## config.mk

```make
export PLATFORM = sky130hd
export DESIGN_NAME = salu_top
export DESIGN_NICKNAME = d
export VERILOG_FILES = /design/src/rtl/salu_pkg.sv /design/src/rtl/salu_reg.sv /design/src/rtl/salu_arith.sv /design/src/rtl/salu_ctrl.sv /design/src/rtl/salu_top.sv
export SDC_FILE = /design/constraint.sdc
export NUM_CORES = 1
export LEC_CHECK = 0
export ABC_CLOCK_PERIOD_IN_PS = 3500
export CAP_MARGIN = 5
export CORE_ASPECT_RATIO = 1.75
export CORE_UTILIZATION = 27
export DETAILED_ROUTE_END_ITERATION = 10
export GPL_TIMING_DRIVEN = 0
export PLACE_DENSITY = 0.56
export RECOVER_POWER = 25
export SYNTH_ARGS = -nofsm -noshare
export SYNTH_HDL_FRONTEND = slang
export SYNTH_SLANG_ARGS = --single-unit
```

## constraint.sdc

```tcl
create_clock -name clk -period 3.5 [get_ports clk]
set_input_delay 0.7 -clock clk [delete_from_list [all_inputs] [get_ports clk]]
set_output_delay 0.7 -clock clk [all_outputs]
set_load 0.005 [all_outputs]
```

## src/rtl/salu_pkg.sv

```systemverilog
// Package: shared types for the command-sequenced add/subtract unit.
// Assumes: one stage per clock cycle, the state encoding is internal.
package salu_pkg;
    typedef enum logic [1:0] {
        ST_IDLE = 2'd0,
        ST_LOAD = 2'd1,
        ST_EXEC = 2'd2,
        ST_SHOW = 2'd3
    } salu_state_t;

    localparam int unsigned NUM_OPND = 2;
endpackage

```

## src/rtl/salu_reg.sv

```systemverilog
// Module: salu_reg
// A W-bit storage register with a write-enable and a gated output.
// The gated output reads zero while the output-enable is low; q_raw is the raw content.
// Assumes: synchronous active-low reset, and d is stable at the edge where we is high.
module salu_reg #(
    parameter int unsigned W = 8
) (
    input  logic         clk,
    input  logic         rst_n,
    input  logic         we,
    input  logic         oe,
    input  logic [W-1:0] d,
    output logic [W-1:0] q_gated,
    output logic [W-1:0] q_raw
);
    logic [W-1:0] q;

    // Storage: cleared by reset, loaded only when write-enabled.
    always_ff @(posedge clk) begin
        if (!rst_n)  q <= '0;
        else if (we) q <= d;
    end

    // Read port: content is visible only while output-enabled.
    always_comb q_gated = oe ? q : '0;

    assign q_raw = q;

    // content holds whenever the write-enable was low.
    p_hold_r9: assert property (@(posedge clk) disable iff (!rst_n)
        !we |=> q == $past(q));
endmodule

```

## src/rtl/salu_arith.sv

```systemverilog
// Module: salu_arith
// Combinational N-bit add/subtract that produces an N+1 bit result.
// Add keeps the carry. Subtract is the two's complement difference modulo 2^(N+1).
// Assumes: the operands arrive zero when their registers are not output-enabled.
module salu_arith #(
    parameter int unsigned N = 8
) (
    input  logic         sub,
    input  logic [N-1:0] a,
    input  logic [N-1:0] b,
    output logic [N:0]   y
);
    logic [N:0] a_x, b_x;

    // Zero-extend both operands to the result width.
    always_comb begin
        a_x = {1'b0, a};
        b_x = {1'b0, b};
    end

    // Select the operation.
    always_comb y = sub ? (a_x - b_x) : (a_x + b_x);
endmodule

```

## src/rtl/salu_ctrl.sv

```systemverilog
// Module: salu_ctrl
// Stage sequencer. Each clock edge it picks the next stage from the command strobes, with load over compute over show.
// Every stage lasts one cycle. The enables for the registers are decoded from the current stage.
// Assumes: synchronous active-low reset, and strobes are sampled on the rising edge.
module salu_ctrl
    import salu_pkg::*;
(
    input  logic clk,
    input  logic rst_n,
    input  logic wr_cmd,
    input  logic ex_cmd,
    input  logic show_cmd,
    output logic opnd_we,
    output logic opnd_oe,
    output logic res_we,
    output logic res_oe
);
    salu_state_t state_q, state_d;

    // Priority resolution of the command strobes.
    always_comb begin
        if (wr_cmd)        state_d = ST_LOAD;
        else if (ex_cmd)   state_d = ST_EXEC;
        else if (show_cmd) state_d = ST_SHOW;
        else               state_d = ST_IDLE;
    end

    // State register.
    always_ff @(posedge clk) begin
        if (!rst_n) state_q <= ST_IDLE;
        else        state_q <= state_d;
    end

    // Enable decode for the current stage.
    always_comb begin
        opnd_we = (state_q == ST_LOAD);
        opnd_oe = (state_q == ST_EXEC);
        res_we  = (state_q == ST_EXEC);
        res_oe  = (state_q == ST_SHOW);
    end

    p_load_wins_r7: assert property (@(posedge clk) disable iff (!rst_n)
        wr_cmd |=> state_q == ST_LOAD);
    p_exec_over_show_r8: assert property (@(posedge clk) disable iff (!rst_n)
        (!wr_cmd && ex_cmd) |=> state_q == ST_EXEC);
    p_show_stage_r5: assert property (@(posedge clk) disable iff (!rst_n)
        (!wr_cmd && !ex_cmd && show_cmd) |=> state_q == ST_SHOW);
    p_idle_r6: assert property (@(posedge clk) disable iff (!rst_n)
        !(wr_cmd || ex_cmd || show_cmd) |=> state_q == ST_IDLE);
endmodule

```

## src/rtl/salu_top.sv

```systemverilog
// Module: salu_top
// Command-sequenced add/subtract unit: two operand registers and one result register, sequenced by salu_ctrl.
// Assumes: a_in, b_in and op_sub stay stable through the stage that uses them.
module salu_top
    import salu_pkg::*;
#(
    parameter int unsigned N = 8
) (
    input  logic         clk,
    input  logic         rst_n,
    input  logic         wr_cmd,
    input  logic         ex_cmd,
    input  logic         show_cmd,
    input  logic         op_sub,
    input  logic [N-1:0] a_in,
    input  logic [N-1:0] b_in,
    output logic [N:0]   res_out,
    output logic         res_valid
);
    localparam int unsigned RW = N + 1;

    logic opnd_we, opnd_oe, res_we, res_oe;
    logic [NUM_OPND-1:0][N-1:0] opnd_d, opnd_rd, opnd_raw;
    logic [RW-1:0] sum_w, res_raw;

    salu_ctrl u_ctrl (
        .clk(clk), .rst_n(rst_n),
        .wr_cmd(wr_cmd), .ex_cmd(ex_cmd), .show_cmd(show_cmd),
        .opnd_we(opnd_we), .opnd_oe(opnd_oe),
        .res_we(res_we), .res_oe(res_oe)
    );

    // Operand input gather.
    always_comb begin
        opnd_d[0] = a_in;
        opnd_d[1] = b_in;
    end

    for (genvar gi = 0; gi < NUM_OPND; gi++) begin : g_opnd
        salu_reg #(.W(N)) u_opnd (
            .clk(clk), .rst_n(rst_n),
            .we(opnd_we), .oe(opnd_oe),
            .d(opnd_d[gi]), .q_gated(opnd_rd[gi]), .q_raw(opnd_raw[gi])
        );
    end

    salu_arith #(.N(N)) u_arith (
        .sub(op_sub), .a(opnd_rd[0]), .b(opnd_rd[1]), .y(sum_w)
    );

    salu_reg #(.W(RW)) u_res (
        .clk(clk), .rst_n(rst_n),
        .we(res_we), .oe(res_oe),
        .d(sum_w), .q_gated(res_out), .q_raw(res_raw)
    );

    assign res_valid = res_oe;

    p_out_quiet_r6: assert property (@(posedge clk) disable iff (!rst_n)
        !res_valid |-> res_out == '0);
    p_add_r3: assert property (@(posedge clk) disable iff (!rst_n)
        (res_we && !op_sub) |=>
        res_raw == ({1'b0, $past(opnd_raw[0])} + {1'b0, $past(opnd_raw[1])}));
    p_sub_r4: assert property (@(posedge clk) disable iff (!rst_n)
        (res_we && op_sub) |=>
        res_raw == ({1'b0, $past(opnd_raw[0])} - {1'b0, $past(opnd_raw[1])}));
    p_show_match_r5: assert property (@(posedge clk) disable iff (!rst_n)
        res_valid |-> res_out == res_raw);
endmodule

```

## After elaboration in Yosys (flattened, before gate mapping)

Cells that the tools add are included.

| word-level totals | value |
|---|---|
| flip-flop bits (word level) | 27 |
| input bits | 22 |
| output and inout port bits | 10 |
| word-level logic and storage cells | 19 |

| operators by class | value |
|---|---|
| $add $sub $neg | 2 |
| eq/ne operators | 3 |
| mux-type cells | 7 |
| bitwise gates (word level) | 1 |
| reductions and logical operators | 1 |

Operators with widths:

| operator | count |
|---|---|
| $mux 9 | 2 |
| $mux 8 | 2 |
| $add 8x8->9 | 1 |
| $sub 8x8->9 | 1 |
| $eq 2x2->1 const B | 2 |
| $mux 2 | 2 |
| $eq 2x1->1 const B | 1 |
| $reduce_or 2->1 | 1 |
| $mux 1 | 1 |
| $not 1->1 | 1 |

## Longest topological paths before layout

| logic depth | value |
|---|---|
| word-level depth | 4 |
| gate-level depth with buffers | 15 |

## Modules after synthesis

A second synthesis with hierarchy kept.

| unflattened totals | value |
|---|---|
| cell total of the unflattened synthesis | 185 |
| area, all modules | 1747.9 um2 |

Modules (own cells, without submodules):

| module | times used | cells an instance | area each (um2) | sequential area each (um2) |
|---|---|---|---|---|
| salu_reg at g_opnd[0].u_opnd ... | 2 | 33 | 351.6 | 160.2 |
| salu_arith | 1 | 72 | 559.3 | 0.0 |
| salu_reg at u_res | 1 | 37 | 394.1 | 180.2 |
| salu_ctrl | 1 | 10 | 91.3 | 40.0 |

## Worst setup path before layout

No wires, ideal clock.

| timing | value |
|---|---|
| path type | register to register |
| start point | register u_ctrl.state_q[1] |
| end point | register u_res.q[5] (netlist: u_res.q_raw[5]) |
| setup time | 0.122 ns |
| arrival | 2.659 ns |
| slack | 0.719 ns |
| stages on the path, launching flop included | 15 |
| path buffers | 2 |
| cells stage by stage | dfxtp_1 nor2b_1 buf_2 buf_2 nand2_1 ha_1 nor2b_1 a31o_2 inv_1 ha_1 nor2b_1 o31a_1 o21ai_1 nor4_1 a311o_1 |

| on the way | value |
|---|---|
| longest elaborated chain between the ends | 4 |
| elaborated cells between the ends (all ways) | 6 |
| those cells by class | 2 x add/sub; 1 x eq/ne; 3 x mux |

Ends and longest elaborated chain:

| what | line | text |
|---|---|---|
| start: declaration | salu_ctrl.sv:18 | `salu_state_t state_q, state_d;` |
| start signal: assignment | salu_ctrl.sv:31 | `else state_q <= state_d;` |
| $eq 2x2->1 (*) | salu_ctrl.sv:37, salu_ctrl.sv:38 |  |
| $mux 8 | salu_reg.sv:25 | `always_comb q_gated = oe ? q : '0;` |
| $add 8x8->9 / $sub 8x8->9 (equally long branches) | salu_arith.sv:22 | `always_comb y = sub ? (a_x - b_x) : (a_x + b_x);` |
| $mux 9 | salu_arith.sv:22 |  |
| end signal: assignment | salu_reg.sv:20 | `if (!rst_n) q <= '0;` |
| end signal: assignment | salu_reg.sv:21 | `else if (we) q <= d;` |
| end: declaration | salu_reg.sv:16 | `logic [W-1:0] q;` |

Mark *: on every way between the ends. The rest lies on a longest branch, timed or not.
A chain may end at the register's enable or synchronous reset.

## Final worst setup path

| timing | value |
|---|---|
| start point | register u_ctrl.state_q[1] |
| end point | register u_res.q[7] (netlist: u_res.q_raw[7]) |

The elaborated chain is that of the path after synthesis.

==> metrics.cfg <==
[clock_network]
cts_hold_buf=0
cts_buffer_depth=2
cts.sinks=27
cts_tree=done
clock_latency_ns=0.28
cts_resized=0
htreeDepth=1
cts_setup_buffers=0
numCtsBuffers=3
cts-root-buf=clkbuf_8
path_clk_slew_ns=0.10

[timing]
finalSetupTns_ns=0
min_period_ns=3.256
slew_headroom=0.6907
maxSlewViolCount=0
hold_viol=0
rsz0062_at_grt=no
setup_viol=0
skew_ns=0.008690
fin_crit_sh=0.9303
timing.fmax_mhz=307.1
worstMarginPinSlew_ns=0.4640

[global_route]
top_usage_layer=met2
grt.met1_usage=0.1632
first_global_vias=1515
grt_antenna_before_repair=0
grt_use_met3=0.01485
grt_pass1_wl_mm=7.017
grt_usage=0.1456
grt_max_degree=15
grt_overflow=0
use_met2=0.2645

[synth]
syn_inst=218
synth-edff-count=0
async_reset_ff_frac=0
ys_ff_latch=27
yosys_most_used_dff=dfxtp_1
avgSynthCellArea_sq_um=7.444
synthesis.nets=250
yosysWarningCount=0
syn_area_sq_um=1623
ys_types=38
synth-seq-area-share=0.3331

[power_and_ir_drop]
p_seq_frac=0.514
clockPowerShare=0.279
swShare=0.2795
p_int_mw=0.4691
combPwrFrac=0.206
vdd_drop_max_mv=0.1527
fin_total_pwr_mw=0.6511
leakagePower_nw=0.8153
power_density_nw_per_um2=312.5
power_switching_mw=0.1820

[routing]
wirelength_mm=4.078
dr.first_iter.drc_count=42
drc=0
firstDrtPassIters=4
wl_per_cell_um=12.32
num_vias=1544
ant_nets=0
vias_per_cell=4.665

[layout]
fin_area_sq_um=2083
antennaDiodeCount=0
fin_cells=331
fin_nets=286
drive_gt1_frac=0.05929
final_util=0.3571
syn_to_final_growth_pct=28.37

[critical_path]
cpLargestDelayFamily=simple AND/OR/NAND/NOR gates
crit_path_max_fanout=10
crit_buf_inv=2
crit_chain=nor2b_1 -> buf_2 -> clkbuf_4 -> nand2_1 -> ha_1 -> nor2_1 -> nor2_1 -> o21ai_0 -> nand3_1 -> ha_1 -> or3_4 -> o31ai_2 -> xor2_1 -> a211oi_1
crit_path_end_kind=register
crit_type=reg -> reg
crit_arrival_ns=3.45
start_kind=register
cp_slowest_stage_delay_ns=0.43
critPathSlowestCell=dfxtp_1
crit_required_ns=3.69

[place]
dp.cells=327
place_hpwl_mm=3.200
place_area_sq_um=2031
port_buffers=31
place.gp.congestion=0.8383

[job]
drv_cap=0

[floorplanning]
die-area_sq_um=6337
die_y_um=104.6
die_w_um=60.61
core-area_sq_um=5833
rows=37
start_util=0.2782
ioPinCount=32

[min_path]
min_path_type=reg -> reg

[run_status]
status=finished clean

==> final cells by class <==
class	instances	area (sq um)
Inverter	6	22.52
Clock buffer	4	45.04
Fill cell	659	3750
Timing Repair Buffer	31	310.3
Buffer	13	58.81
Tap cell	78	97.59
Multi-Input combinational cell	172	1008
Sequential cell	27	540.5
==> flip-flops by register name, summed over array words and instances, names as in the netlist <==
name / flops
g_opnd.u_opnd.q_raw: 16
u_ctrl.state_q: 2
u_res.q_raw: 9
==> final timing paths <==
check,start,to,slack (ns),cells after the start
max,u_ctrl.state_q[1],u_res.q_raw[7],0.24,14
min,g_opnd[0].u_opnd.q_raw[6],g_opnd[0].u_opnd.q_raw[6],0.46,2
max reg2reg,u_ctrl.state_q[1],u_res.q_raw[7],0.24,14
min reg2reg,g_opnd[0].u_opnd.q_raw[6],g_opnd[0].u_opnd.q_raw[6],0.46,2
==> worst register-to-register path, delay by kind of cell (launching register included) <==
kind / cells / cell delay, ns
buf+inv: 2 / 0.47
flops: 1 / 0.43
compound gates: 3 / 0.59
fa+ha+maj: 2 / 0.49
xor+xnor: 1 / 0.10
simple gates: 6 / 1.08
==> power groups by stage <==
stage	sequential [mW]	combinational (mW)	clock [mW]
after floorplan	0.338	0.0856	0
after global placement	0.342	0.132	0
after detailed placement	0.342	0.134	0
after CTS	0.335	0.134	0.188
after global routing	0.338	0.152	0.198
final	0.335	0.134	0.182
==> per-layer routing <==
metal	vias to the layer above	wire length, um
li1	817	-
met1	694	1681
met2	29	2230
met4	0	81
met3	4	85
met5	-	0
==> kinds of logic after synthesis <==
kind of cell	count (synthesis)	share of synthesized area
AND/OR/NAND/NOR	107	0.3223
AO/OA/AOI/OAI	49	0.1820
buffers and inverters	19	0.04858
flip-flops	27	0.3331
adder cells (fa/ha/maj)	10	0.08173
XOR/XNOR	6	0.03238
==> synth_stat cells, drive strengths merged (2+ instances only) <==
cell type | n | area, sq um
or3 | 2 | 17.52
dfxtp | 27 | 540.5
o31ai | 2 | 20.02
nor2 | 21 | 78.83
a31oi | 2 | 12.51
a21oi | 24 | 120.1
nand2b | 2 | 12.51
o21ai | 9 | 45.04
nor3 | 4 | 20.02
and3 | 9 | 56.30
xor2 | 6 | 52.55
and2 | 8 | 50.05
o21a | 2 | 15.01
nor3b | 2 | 15.01
clkbuf | 7 | 26.28
ha | 9 | 112.6
nand2 | 43 | 161.4
inv | 6 | 22.52
buf | 6 | 30.03
nand3 | 6 | 30.03
a211oi | 4 | 30.03
nor2b | 5 | 38.78
nor4 | 2 | 18.77
==> layout by cell type (no fill, tap or decap), drive strengths merged, types with 8 or more instances in the layout <==
master | Yosys | routed
a21oi | 24 | 24
and2 | 8 | 8
and3 | 9 | 9
clkbuf | 7 | 12
clkdlybuf4s50 | 0 | 30
dfxtp | 27 | 27
ha | 9 | 9
nand2 | 43 | 43
nor2 | 21 | 21
o21ai | 9 | 9
==> through the flow <==
step | setup WS (ns) | hold WS, ns
after global routing | 0.01640 | 0.4892
after global placement | 0.1665 | 0.4403
after detailed placement | 0.1148 | 0.4464
final | 0.2440 | 0.4559
after CTS | 0.1611 | 0.4603
after floorplan | 0.7190 | 0.4275
No activity file was read; power rests on OpenSTA's default activity.
